`config.mk`:
```
export PLATFORM = sky130hd
export DESIGN_NAME = audio_irq_ctrl
export DESIGN_NICKNAME = d
export VERILOG_FILES = /design/src/rtl/audio_irq_pkg.sv /design/src/rtl/airq_flag_bank.sv /design/src/rtl/airq_cfg_regs.sv /design/src/rtl/airq_out_shaper.sv /design/src/rtl/audio_irq_ctrl.sv
export SDC_FILE = /design/constraint.sdc
export NUM_CORES = 1
export LEC_CHECK = 0
export ABC_AREA = 0
export ABC_CLOCK_PERIOD_IN_PS = 1200
export CAP_MARGIN = 10
export CORE_MARGIN = 2
export CORE_UTILIZATION = 37
export CTS_CLUSTER_SIZE = 8
export DETAILED_ROUTE_END_ITERATION = 8
export PLACE_DENSITY = 0.73
export SLEW_MARGIN = 30
export SYNTH_ARGS = -nofsm -noshare
export SYNTH_HDL_FRONTEND = slang
export SYNTH_HIERARCHICAL = 1
export SYNTH_SLANG_ARGS = --single-unit
```
`constraint.sdc`:
```
create_clock -name clk -period 1.2 [get_ports clk]
set_input_delay 0.24 -clock clk [delete_from_list [all_inputs] [get_ports clk]]
set_output_delay 0.24 -clock clk [all_outputs]
set_load 0.005 [all_outputs]
```
`src/rtl/audio_irq_pkg.sv`:
```
package audio_irq_pkg;

    localparam int NUM_SRC = 7;

    // Source bit positions (software-visible order)
    localparam int SRC_GAIN_DN  = 0;
    localparam int SRC_GAIN_UP  = 1;
    localparam int SRC_RAMP_DN  = 2;
    localparam int SRC_RAMP_UP  = 3;
    localparam int SRC_SHORT    = 4;
    localparam int SRC_JACK     = 5;
    localparam int SRC_SHORT_CL = 6;

    localparam int FORM_LSB = 6;

    typedef enum logic [1:0] {
        FORM_LVL_HI = 2'd0,
        FORM_LVL_LO = 2'd1,
        FORM_PLS_HI = 2'd2,
        FORM_PLS_LO = 2'd3
    } irq_form_e;

    typedef struct packed {
        logic [NUM_SRC-1:0] mask;
        irq_form_e          form;
    } irq_cfg_t;

    localparam irq_cfg_t CFG_RESET = '{mask: '1, form: FORM_LVL_HI};

    function automatic logic form_is_pulse(irq_form_e f);
        return (f == FORM_PLS_HI) || (f == FORM_PLS_LO);
    endfunction

    function automatic logic form_is_low(irq_form_e f);
        return (f == FORM_LVL_LO) || (f == FORM_PLS_LO);
    endfunction

endpackage

```
`src/rtl/airq_flag_bank.sv`:
```
module airq_flag_bank
    import audio_irq_pkg::*;
#(
    parameter int N = NUM_SRC
) (
    input  logic         clk,
    input  logic         rst,
    input  logic [N-1:0] evt,
    input  logic         clr_en,
    input  logic [N-1:0] clr_bits,
    output logic [N-1:0] flags,
    output logic [N-1:0] new_set
);

    logic [N-1:0] flags_q;

    genvar i;
    generate
        for (i = 0; i < N; i++) begin : g_bit
            logic clr_hit;
            assign clr_hit = clr_en & clr_bits[i];
            always_ff @(posedge clk) begin
                if (rst)
                    flags_q[i] <= 1'b0;
                else if (evt[i])
                    flags_q[i] <= 1'b1;   // event beats a same-cycle clear
                else if (clr_hit)
                    flags_q[i] <= 1'b0;
            end
        end
    endgenerate

    assign flags   = flags_q;
    assign new_set = evt & ~flags_q;

endmodule

```
`src/rtl/airq_cfg_regs.sv`:
```
module airq_cfg_regs
    import audio_irq_pkg::*;
#(
    parameter int N  = NUM_SRC,
    parameter int DW = 8
) (
    input  logic          clk,
    input  logic          rst,
    input  logic          mask_wr_en,
    input  logic          ctrl_wr_en,
    input  logic [DW-1:0] wr_data,
    output irq_cfg_t      cfg
);

    irq_cfg_t cfg_q;

    always_ff @(posedge clk) begin
        if (rst) begin
            cfg_q <= CFG_RESET;
        end else begin
            if (mask_wr_en)
                cfg_q.mask <= wr_data[N-1:0];
            if (ctrl_wr_en)
                cfg_q.form <= irq_form_e'(wr_data[FORM_LSB+1:FORM_LSB]);
        end
    end

    assign cfg = cfg_q;

endmodule

```
`src/rtl/airq_out_shaper.sv`:
```
module airq_out_shaper
    import audio_irq_pkg::*;
#(
    parameter int PULSE_W = 4
) (
    input  logic      clk,
    input  logic      rst,
    input  irq_form_e form,
    input  logic      pending,
    input  logic      trig,
    output logic      irq
);

    localparam int CW = $clog2(PULSE_W + 1);
    localparam logic [CW-1:0] LOAD = CW'(PULSE_W);

    logic [CW-1:0] cnt_q;
    logic          busy;
    logic          raw;

    assign busy = (cnt_q != '0);

    always_ff @(posedge clk) begin
        if (rst)
            cnt_q <= '0;
        else if (trig && form_is_pulse(form))
            cnt_q <= LOAD;
        else if (busy)
            cnt_q <= cnt_q - 1'b1;
    end

    always_comb begin
        raw = form_is_pulse(form) ? busy : pending;
        irq = form_is_low(form) ? ~raw : raw;
    end

endmodule

```
`src/rtl/audio_irq_ctrl.sv`:
```
module audio_irq_ctrl
    import audio_irq_pkg::*;
#(
    parameter int PULSE_W = 4,
    parameter int DW      = 8
) (
    input  logic               clk,
    input  logic               rst,
    input  logic [NUM_SRC-1:0] evt_pulse,
    input  logic               flag_wr_en,
    input  logic               mask_wr_en,
    input  logic               ctrl_wr_en,
    input  logic [DW-1:0]      wr_data,
    output logic [NUM_SRC-1:0] flag_rd,
    output logic [NUM_SRC-1:0] mask_rd,
    output logic [1:0]         form_rd,
    output logic               irq_out
);

    logic [NUM_SRC-1:0] flags;
    logic [NUM_SRC-1:0] new_set;
    irq_cfg_t           cfg;
    logic               pending;
    logic               trig;

    airq_flag_bank #(.N(NUM_SRC)) u_flags (
        .clk      (clk),
        .rst      (rst),
        .evt      (evt_pulse),
        .clr_en   (flag_wr_en),
        .clr_bits (wr_data[NUM_SRC-1:0]),
        .flags    (flags),
        .new_set  (new_set)
    );

    airq_cfg_regs #(.N(NUM_SRC), .DW(DW)) u_cfg (
        .clk        (clk),
        .rst        (rst),
        .mask_wr_en (mask_wr_en),
        .ctrl_wr_en (ctrl_wr_en),
        .wr_data    (wr_data),
        .cfg        (cfg)
    );

    assign pending = |(flags & ~cfg.mask);
    assign trig    = |(new_set & ~cfg.mask);

    airq_out_shaper #(.PULSE_W(PULSE_W)) u_shape (
        .clk     (clk),
        .rst     (rst),
        .form    (cfg.form),
        .pending (pending),
        .trig    (trig),
        .irq     (irq_out)
    );

    assign flag_rd = flags;
    assign mask_rd = cfg.mask;
    assign form_rd = cfg.form;

endmodule

```
==> results of run 1 <==
routing by layer:
metal	routed length, um	global-route usage [%]
met5	0	0
met4	42	5.13
met3	111	4.52
met2	1320	33.1
met1	1060	22.4
worst max-delay path, delay by kind of cell (launching register included):
| kind | cells | cell delay (ns) |
|---|---|---|
| AOI/OAI and AO/OA | 1 | 0.29 |
| xor gates and xnor gates | 1 | 0.13 |
| buffers and inverters | 2 | 0.18 |
| DFF | 1 | 0.35 |
| muxes | 1 | 0.17 |
| and+or+nand+nor | 1 | 0.12 |
path summary, 6_finish.rpt:
kind | from | end
setup / recovery | u_cfg/cfg[6] | irq_out
hold reg to reg | u_shape/cnt_q[1] | u_shape/cnt_q[1]
setup reg to reg | u_flags/flags[4] | u_shape/cnt_q[0]
hold / removal | evt_pulse[4] | u_flags/flags[4]
cells in the final DEF (no fill, tap or decap), drive strengths merged:
cell	synthesis	routed
xnor2	1	1
dfxtp	19	19
ha	3	3
a22oi	3	3
nand3	1	1
clkbuf	1	7
o2111ai	1	1
nand2	1	1
a222oi	2	2
a211o	7	7
nor2b	7	7
nand2b	2	2
nor2	19	19
a311oi	7	7
a21oi	2	2
dlymetal6s2s	0	1
buf	1	47
mux2i	4	4
inv	20	20
clkdlybuf4s50	0	19
xor2	1	1
through the flow:
stage	instance area (um2)	util (%)	setup TNS (ns)	power, mW	worst slack [ns]
after global placement	1530	67.7	-2.62	1.37	-0.656
after global routing	1560	69.0	-1.74	1.80	-0.686
after detailed placement	1530	67.7	-2.86	1.39	-0.656
after floorplan	916	-	-0.0809	1.04	-0.0809
final	1560	69.0	-1.27	1.70	-0.575
after CTS	1530	67.9	-1.29	1.69	-0.603
power groups by stage:
stage | Clock [mW] | Sequential, mW | Combinational [mW]
6_report | 0.333 | 0.733 | 0.631
5_1_grt | 0.367 | 0.741 | 0.689
4_1_cts | 0.341 | 0.733 | 0.621
3_5_place_dp | 0 | 0.742 | 0.646
3_3_place_gp | 0 | 0.739 | 0.628
2_1_floorplan | 0 | 0.754 | 0.289
repair_timing:
item,4_1_cts,5_1_grt
endpoints found under the setup margin,20,8
pin swaps,8,7
gates resized for setup,73,9
setup buffers,4,3
state kept, by name, indices dropped and copies added, names as in the netlist:
register / cells
u_cfg/cfg: 9
u_flags/flags: 7
u_shape/cnt_q: 3
layout make-up:
cell class	instances	share of cell area (%)
clock buffers	4	1.69
inverters	20	4.82
multi-input cells	61	28.9
flip-flops and latches	19	25.6
well taps	28	2.25
repair buffers	70	36.7
cells by family after synthesis:
kind of cell,Yosys count,share of synthesized area (%)
AND/OR/NAND/NOR,30,16.0
AO/OA/AOI/OAI,22,21.0
buffers and inverters,22,10.0
flip-flops,19,42.3
multiplexers,4,4.46
adder cells (fa/ha/maj),3,4.18
XOR/XNOR,2,1.95
==> run summary, run 1 <==
status -> finished, violations left
failing checks -> setup timing
critical path peak fanout -> 2
first-pass GRT wire length -> 3.91 mm
CP peak stage delay -> 0.35 ns
Tightest Pin Transition -> 0.316 ns
Switch Pwr -> 0.497 mW
CP max stage cell -> dfxtp_2
post-route ant nets -> 0
PwrDens -> 1090 mW/mm2
Clk Latency, worst-skew pair -> 0.30 ns
synth-to-layout area growth -> 73.3%
Sequential Power Share -> 43.2%
top cell type by total area after synthesis -> dfxtp_1
Critical Path AT -> 1.54 ns
# IOs -> 37
Max-Cap Viols -> 0
Pre-Repair DR Iteration Count -> 6
DRC Markers -> 0
vias per inst -> 4.86
TritonCTS clock tree -> yes
final wirelength -> 2.53 mm
clk slew on worst S/H paths -> 0.10 ns
Post-synth top flop -> dfxtp_1
min-delay worst type -> in2reg
number of synthesized flops with an enable pin -> 0
H-tree Lvls -> 1
TritonCTS buffer count -> 3
Synth Warn # -> 6
fin crit share -> 148%
Sw Share -> 29.3%
post-synthesis cell count -> 102
die width -> 53.3 um
maximum root-to-sink buffer count -> 2
pin count of the biggest net entering global routing -> 15
Die Height -> 53.3 um
CP startpoint kind -> register
Clock Skews -> 0.0108 ns
synthesized area per cell -> 8.81 um2
Placer Congestion -> 0.830
Worst Slack Setup Final -> -0.575 ns
Placed Instances -> 193
Slew HR -> 78.8%
crit path time final -> 1.78 ns
Clock Power Share -> 19.6%
Lkg Pwr -> 0.779 nW
initial antenna violation count -> 0
# diodes -> 0
RSZ-0062 raised after global routing -> yes
estimated wirelength of the detail-placed design -> 1.95 mm
endpoints failing hold -> 0
clk root buf -> clkbuf_4
Initial Utilization -> 39.8%
worst vdd ir -> 0.000769 V
R2R depth -> 7
Synth Cell Area -> 898 um2
Die Area -> 0.00284 mm2
worst hold path depth -> 3
synthesized net count -> 125
share of layout cells above drive strength 1 -> 47.1%
critical path required time -> 0.96 ns
NumNets Final -> 198
worst hold slack -> 0.350 ns
CTS Hold Bufs -> 0
post-route insts no fill -> 202
Slew Limit Fails -> 0
Comb power frac -> 37.2%
Congestion Overflow GR -> 0
share of the synthesized area in the top cell type -> 42.3%
num rows -> 17
fmax -> 0.563 GHz
synth top area cells -> dfxtp_1 42%, inv_1 7.9%, nor2_1 7.9%, a311oi_1 6.8%, a211o_2 4.5%
reg-to-reg setup timing slack -> -0.13 ns
Final setup viols -> 7
core area -> 0.00225 mm2
vias in the first global route -> 946
initial DRC count -> 25
Crit. End Element -> output pin
asr flop ratio synth -> 0%
Yosys cell types -> 22
Commonest cells post-synth -> 19 x dfxtp_1, 19 x inv_1, 19 x nor2_1, 7 x a311oi_1
Fill cells -> 186
register area share after synthesis -> 42.3%
internal power -> 1.20 mW
GRT Total Usage -> 18.8%
Crit Path Class -> reg2out
port bufs -> 36
Yosys reg bits -> 19
critical path cell sequence -> inv_2, a222oi_1, nand3_1, mux2i_1, xnor2_1, buf_2
FF/Latch Area -> 399 um2
Multi-input gate area -> 450 um2
drt wl/cell -> 12.5 um
Vias -> 981
clk sinks -> 19
Power figures use the tool's default switching activity.
==> run 2, diff against run 1 <==
SKIP_CTS_REPAIR_TIMING = 1   (was default)
==> run summary, run 2 (synthesis results as in run 1) <==
die width -> 53.3 um
CP startpoint kind -> register
post-route insts no fill -> 198
core area -> 0.00225 mm2
Setup WS pre-CTS -> -0.656 ns
Final Util -> 71.6%
clk root buf -> clkbuf_4
NumNets Final -> 194
pin count of the biggest net entering global routing -> 15
Pre-Repair DR Iteration Count -> 4
Lkg Pwr -> 0.882 nW
maximum root-to-sink buffer count -> 2
min-delay worst type -> in2reg
worst vdd ir -> 0.000757 V
Congestion Overflow GR -> 0
Placer Congestion -> 0.830
critical path required time -> 0.96 ns
Die Height -> 53.3 um
Crit Path Class -> reg2out
estimated wirelength of the detail-placed design -> 1.95 mm
max FFs per register -> 9
critical path peak fanout -> 2
drt wl/cell -> 12.5 um
initial antenna violation count -> 0
TritonCTS buffer count -> 3
endpoints failing hold -> 0
post-route ant nets -> 0
final cell area excluding filler cells -> 0.00162 mm2
crit path time final -> 1.80 ns
TritonCTS clock tree -> yes
port bufs -> 36
Max-Cap Viols -> 0
Critical Path AT -> 1.56 ns
fmax -> 0.556 GHz
worst hold slack -> 0.341 ns
PwrDens -> 1050 mW/mm2
synth-to-layout area growth -> 79.8%
Worst Slack Setup Final -> -0.599 ns
num rows -> 17
GRT Total Usage -> 18.8%
CP Launch Point -> u_cfg/cfg[6]
final wirelength -> 2.48 mm
setup TNS -> -1.26 ns
clk sinks -> 19
status -> finished, violations left
commonest non-fill, non-tap cell in the layout -> buf_4
share of layout cells above drive strength 1 -> 38.2%
Clock Skews -> 0.00515 ns
Placed Instances -> 193
reg-to-reg setup timing slack -> -0.14 ns
Setup crit end -> irq_out
# IOs -> 37
R2R depth -> 7
DRC Markers -> 0
initial DRC count -> 29
clk slew on worst S/H paths -> 0.10 ns
fin crit share -> 150%
vias in the first global route -> 962
RR Endpoint -> u_shape/cnt_q[0]
placed instance area -> 0.00153 mm2
Crit. End Element -> output pin
H-tree Lvls -> 1
Die Area -> 0.00284 mm2
first-pass GRT wire length -> 3.92 mm
Clk Latency, worst-skew pair -> 0.30 ns
Tot Pwr -> 1.69 mW
Vias -> 962
Slew HR -> 79.6%
Slew Limit Fails -> 0
FF-to-FF Start -> u_flags/flags[4]
Initial Utilization -> 39.8%
commonest cells after routing, fill and taps aside -> 28 x buf_4, 19 x clkdlybuf4s50_1, 18 x nor2_1
Tightest Pin Transition -> 0.303 ns
Final setup viols -> 5
Fill cells -> 181
vias per inst -> 4.86
failing checks -> setup timing
RSZ-0062 raised after global routing -> yes
# diodes -> 0
## run 2: worst min path at each step
stage | start | endpoint | cells after the start
2_1_floorplan | rst | u_shape/cnt_q[2] | 1
3_3_place_gp | u_shape/cnt_q[1] | u_shape/cnt_q[1] | 2
3_5_place_dp | u_shape/cnt_q[1] | u_shape/cnt_q[1] | 2
4_1_cts | evt_pulse[2] | u_flags/flags[2] | 3
5_1_grt | evt_pulse[4] | u_flags/flags[4] | 3
6_report | evt_pulse[4] | u_flags/flags[4] | 3
## run 2: layer usage
metal / wire length [um] / track usage (%)
met2: 1320 / 32.9
met5: 0 / 0
met4: 13 / 5.13
met1: 1020 / 22.7
met3: 127 / 4.52
## run 2: area by class of cell
| type | instances | area [um2] | share of cell area (%) |
|---|---|---|---|
| Multi-Input combinational cell | 61 | 445 | 27.6 |
| Tap cell | 28 | 35.0 | 2.17 |
| Sequential cell | 19 | 399 | 24.7 |
| Timing Repair Buffer | 66 | 634 | 39.3 |
| Inverter | 20 | 75.1 | 4.65 |
| Clock buffer | 4 | 26.3 | 1.63 |
## run 2: where the power goes
group          internal, mW  switching [mW]
sequential            0.701          0.0333
combinational         0.378           0.254
clock                 0.129           0.196
total                  1.21           0.484
## run 2: worst max-delay path: stages (launching register included)
cell	delay, ns
dfxtp_2	0.35
inv_2	0.04
a222oi_1	0.32
nand3_1	0.11
mux2i_1	0.17
xnor2_1	0.13
buf_2	0.13
==> run 3, diff against run 2 <==
REMOVE_ABC_BUFFERS = 1   (was default)
==> run summary, run 3 (synthesis results as in run 1) <==
Clk Latency, worst-skew pair -> 0.29 ns
Clock Skews -> 0.00440 ns
pin count of the biggest net entering global routing -> 11
commonest cells after routing, fill and taps aside -> 30 x buf_4, 21 x clkdlybuf4s50_1, 19 x nor2_1
estimated wirelength of the detail-placed design -> 2.04 mm
die width -> 53.3 um
synth-to-layout area growth -> 75.9%
worst hold slack -> 0.499 ns
Die Height -> 53.3 um
RSZ-0062 raised after global routing -> yes
post-route insts no fill -> 198
placed instance area -> 0.00150 mm2
Critical Path AT -> 1.58 ns
Worst Slack Setup Final -> -0.620 ns
vias in the first global route -> 1068
critical path peak fanout -> 2
PwrDens -> 1060 mW/mm2
crit path time final -> 1.82 ns
Sequential Power Share -> 43.9%
commonest non-fill, non-tap cell in the layout -> buf_4
vias per inst -> 4.88
fin crit share -> 152%
fmax -> 0.549 GHz
initial antenna violation count -> 0
worst vdd ir -> 0.000730 V
clk slew on worst S/H paths -> 0.11 ns
initial DRC count -> 19
CP startpoint kind -> register
Clock Power Share -> 18.9%
clk root buf -> clkbuf_4
NumNets Final -> 194
TritonCTS buffer count -> 3
Comb power frac -> 37.2%
Final setup viols -> 6
Sw Share -> 28.7%
R2R depth -> 7
status -> finished, violations left
TritonCTS clock tree -> yes
core area -> 0.00225 mm2
internal power -> 1.20 mW
maximum root-to-sink buffer count -> 2
endpoints failing hold -> 0
setup TNS -> -1.61 ns
Die Area -> 0.00284 mm2
# diodes -> 0
max FFs per register -> 9
GRT Total Usage -> 20.7%
Tightest Pin Transition -> 0.327 ns
Slew HR -> 78.2%
drt wl/cell -> 12.8 um
Placed Instances -> 193
# IOs -> 37
DRC Markers -> 0
min-delay worst type -> reg2reg
Lkg Pwr -> 0.839 nW
worst hold path depth -> 2
final cell area excluding filler cells -> 0.00158 mm2
Final Util -> 70.1%
Initial Utilization -> 39.8%
Congestion Overflow GR -> 0
share of layout cells above drive strength 1 -> 39.4%
final wirelength -> 2.54 mm
clk sinks -> 19
port bufs -> 36
Max-Cap Viols -> 0
Slew Limit Fails -> 0
failing checks -> setup timing
num rows -> 17
Crit Path Class -> reg2out
post-route ant nets -> 0
H-tree Lvls -> 1
critical path required time -> 0.96 ns
Pre-Repair DR Iteration Count -> 5
first-pass GRT wire length -> 4.26 mm
Vias -> 967
Switch Pwr -> 0.483 mW
Placer Congestion -> 0.837
Crit. End Element -> output pin
## run 3: path summary, 6_finish.rpt
kind	start	to	slack, ns
worst max-delay path	u_cfg/cfg[7]	irq_out	-0.62
worst min-delay path	u_shape/cnt_q[1]	u_shape/cnt_q[1]	0.50
worst max register to register	u_cfg/cfg[6]	u_shape/cnt_q[0]	-0.15
worst min register to register	u_shape/cnt_q[1]	u_shape/cnt_q[1]	0.50
## run 3: power groups by stage
| stage | Combinational [mW] | Clock [mW] | Sequential [mW] |
|---|---|---|---|
| floorplan | 0.243 | 0 | 0.752 |
| global placement | 0.596 | 0 | 0.737 |
| detailed placement | 0.625 | 0 | 0.741 |
| CTS | 0.629 | 0.328 | 0.726 |
| global route | 0.694 | 0.349 | 0.744 |
| finish | 0.625 | 0.318 | 0.738 |
## run 3: through the flow
stage / total power [mW] / worst slack, ns
after floorplan: 0.996 / -0.129
after global placement: 1.33 / -0.666
after detailed placement: 1.37 / -0.725
after CTS: 1.68 / -1.06
after global routing: 1.79 / -0.781
final: 1.68 / -0.620
## run 3: area by class of cell
class,count,area (um2)
clock buffer,4,26.3
fill,194,674
inverter,20,75.1
multi-input combinational,61,433
sequential,19,400
tap,28,35.0
timing repair buffer,66,611
## run 3: critical path, cell delays in order, from the launching register on
cell and delay [ns]:
dfxtp_2 0.35, inv_2 0.04, a222oi_1 0.34, nand3_1 0.13
mux2i_1 0.17, xnor2_1 0.13, buf_2 0.13
## run 3: per-layer routing
layer / track usage (%) / wire length, um / vias up / share of wire [%]
met2: 39.9 / 1380 / 29 / 54
met1: 22.4 / 1020 / 454 / 40
met4: 6.41 / 0 / 0 / 0
met5: 0 / 0 / - / 0
met3: 3.39 / 145 / 0 / 5.7
li1: - / - / 484 / -
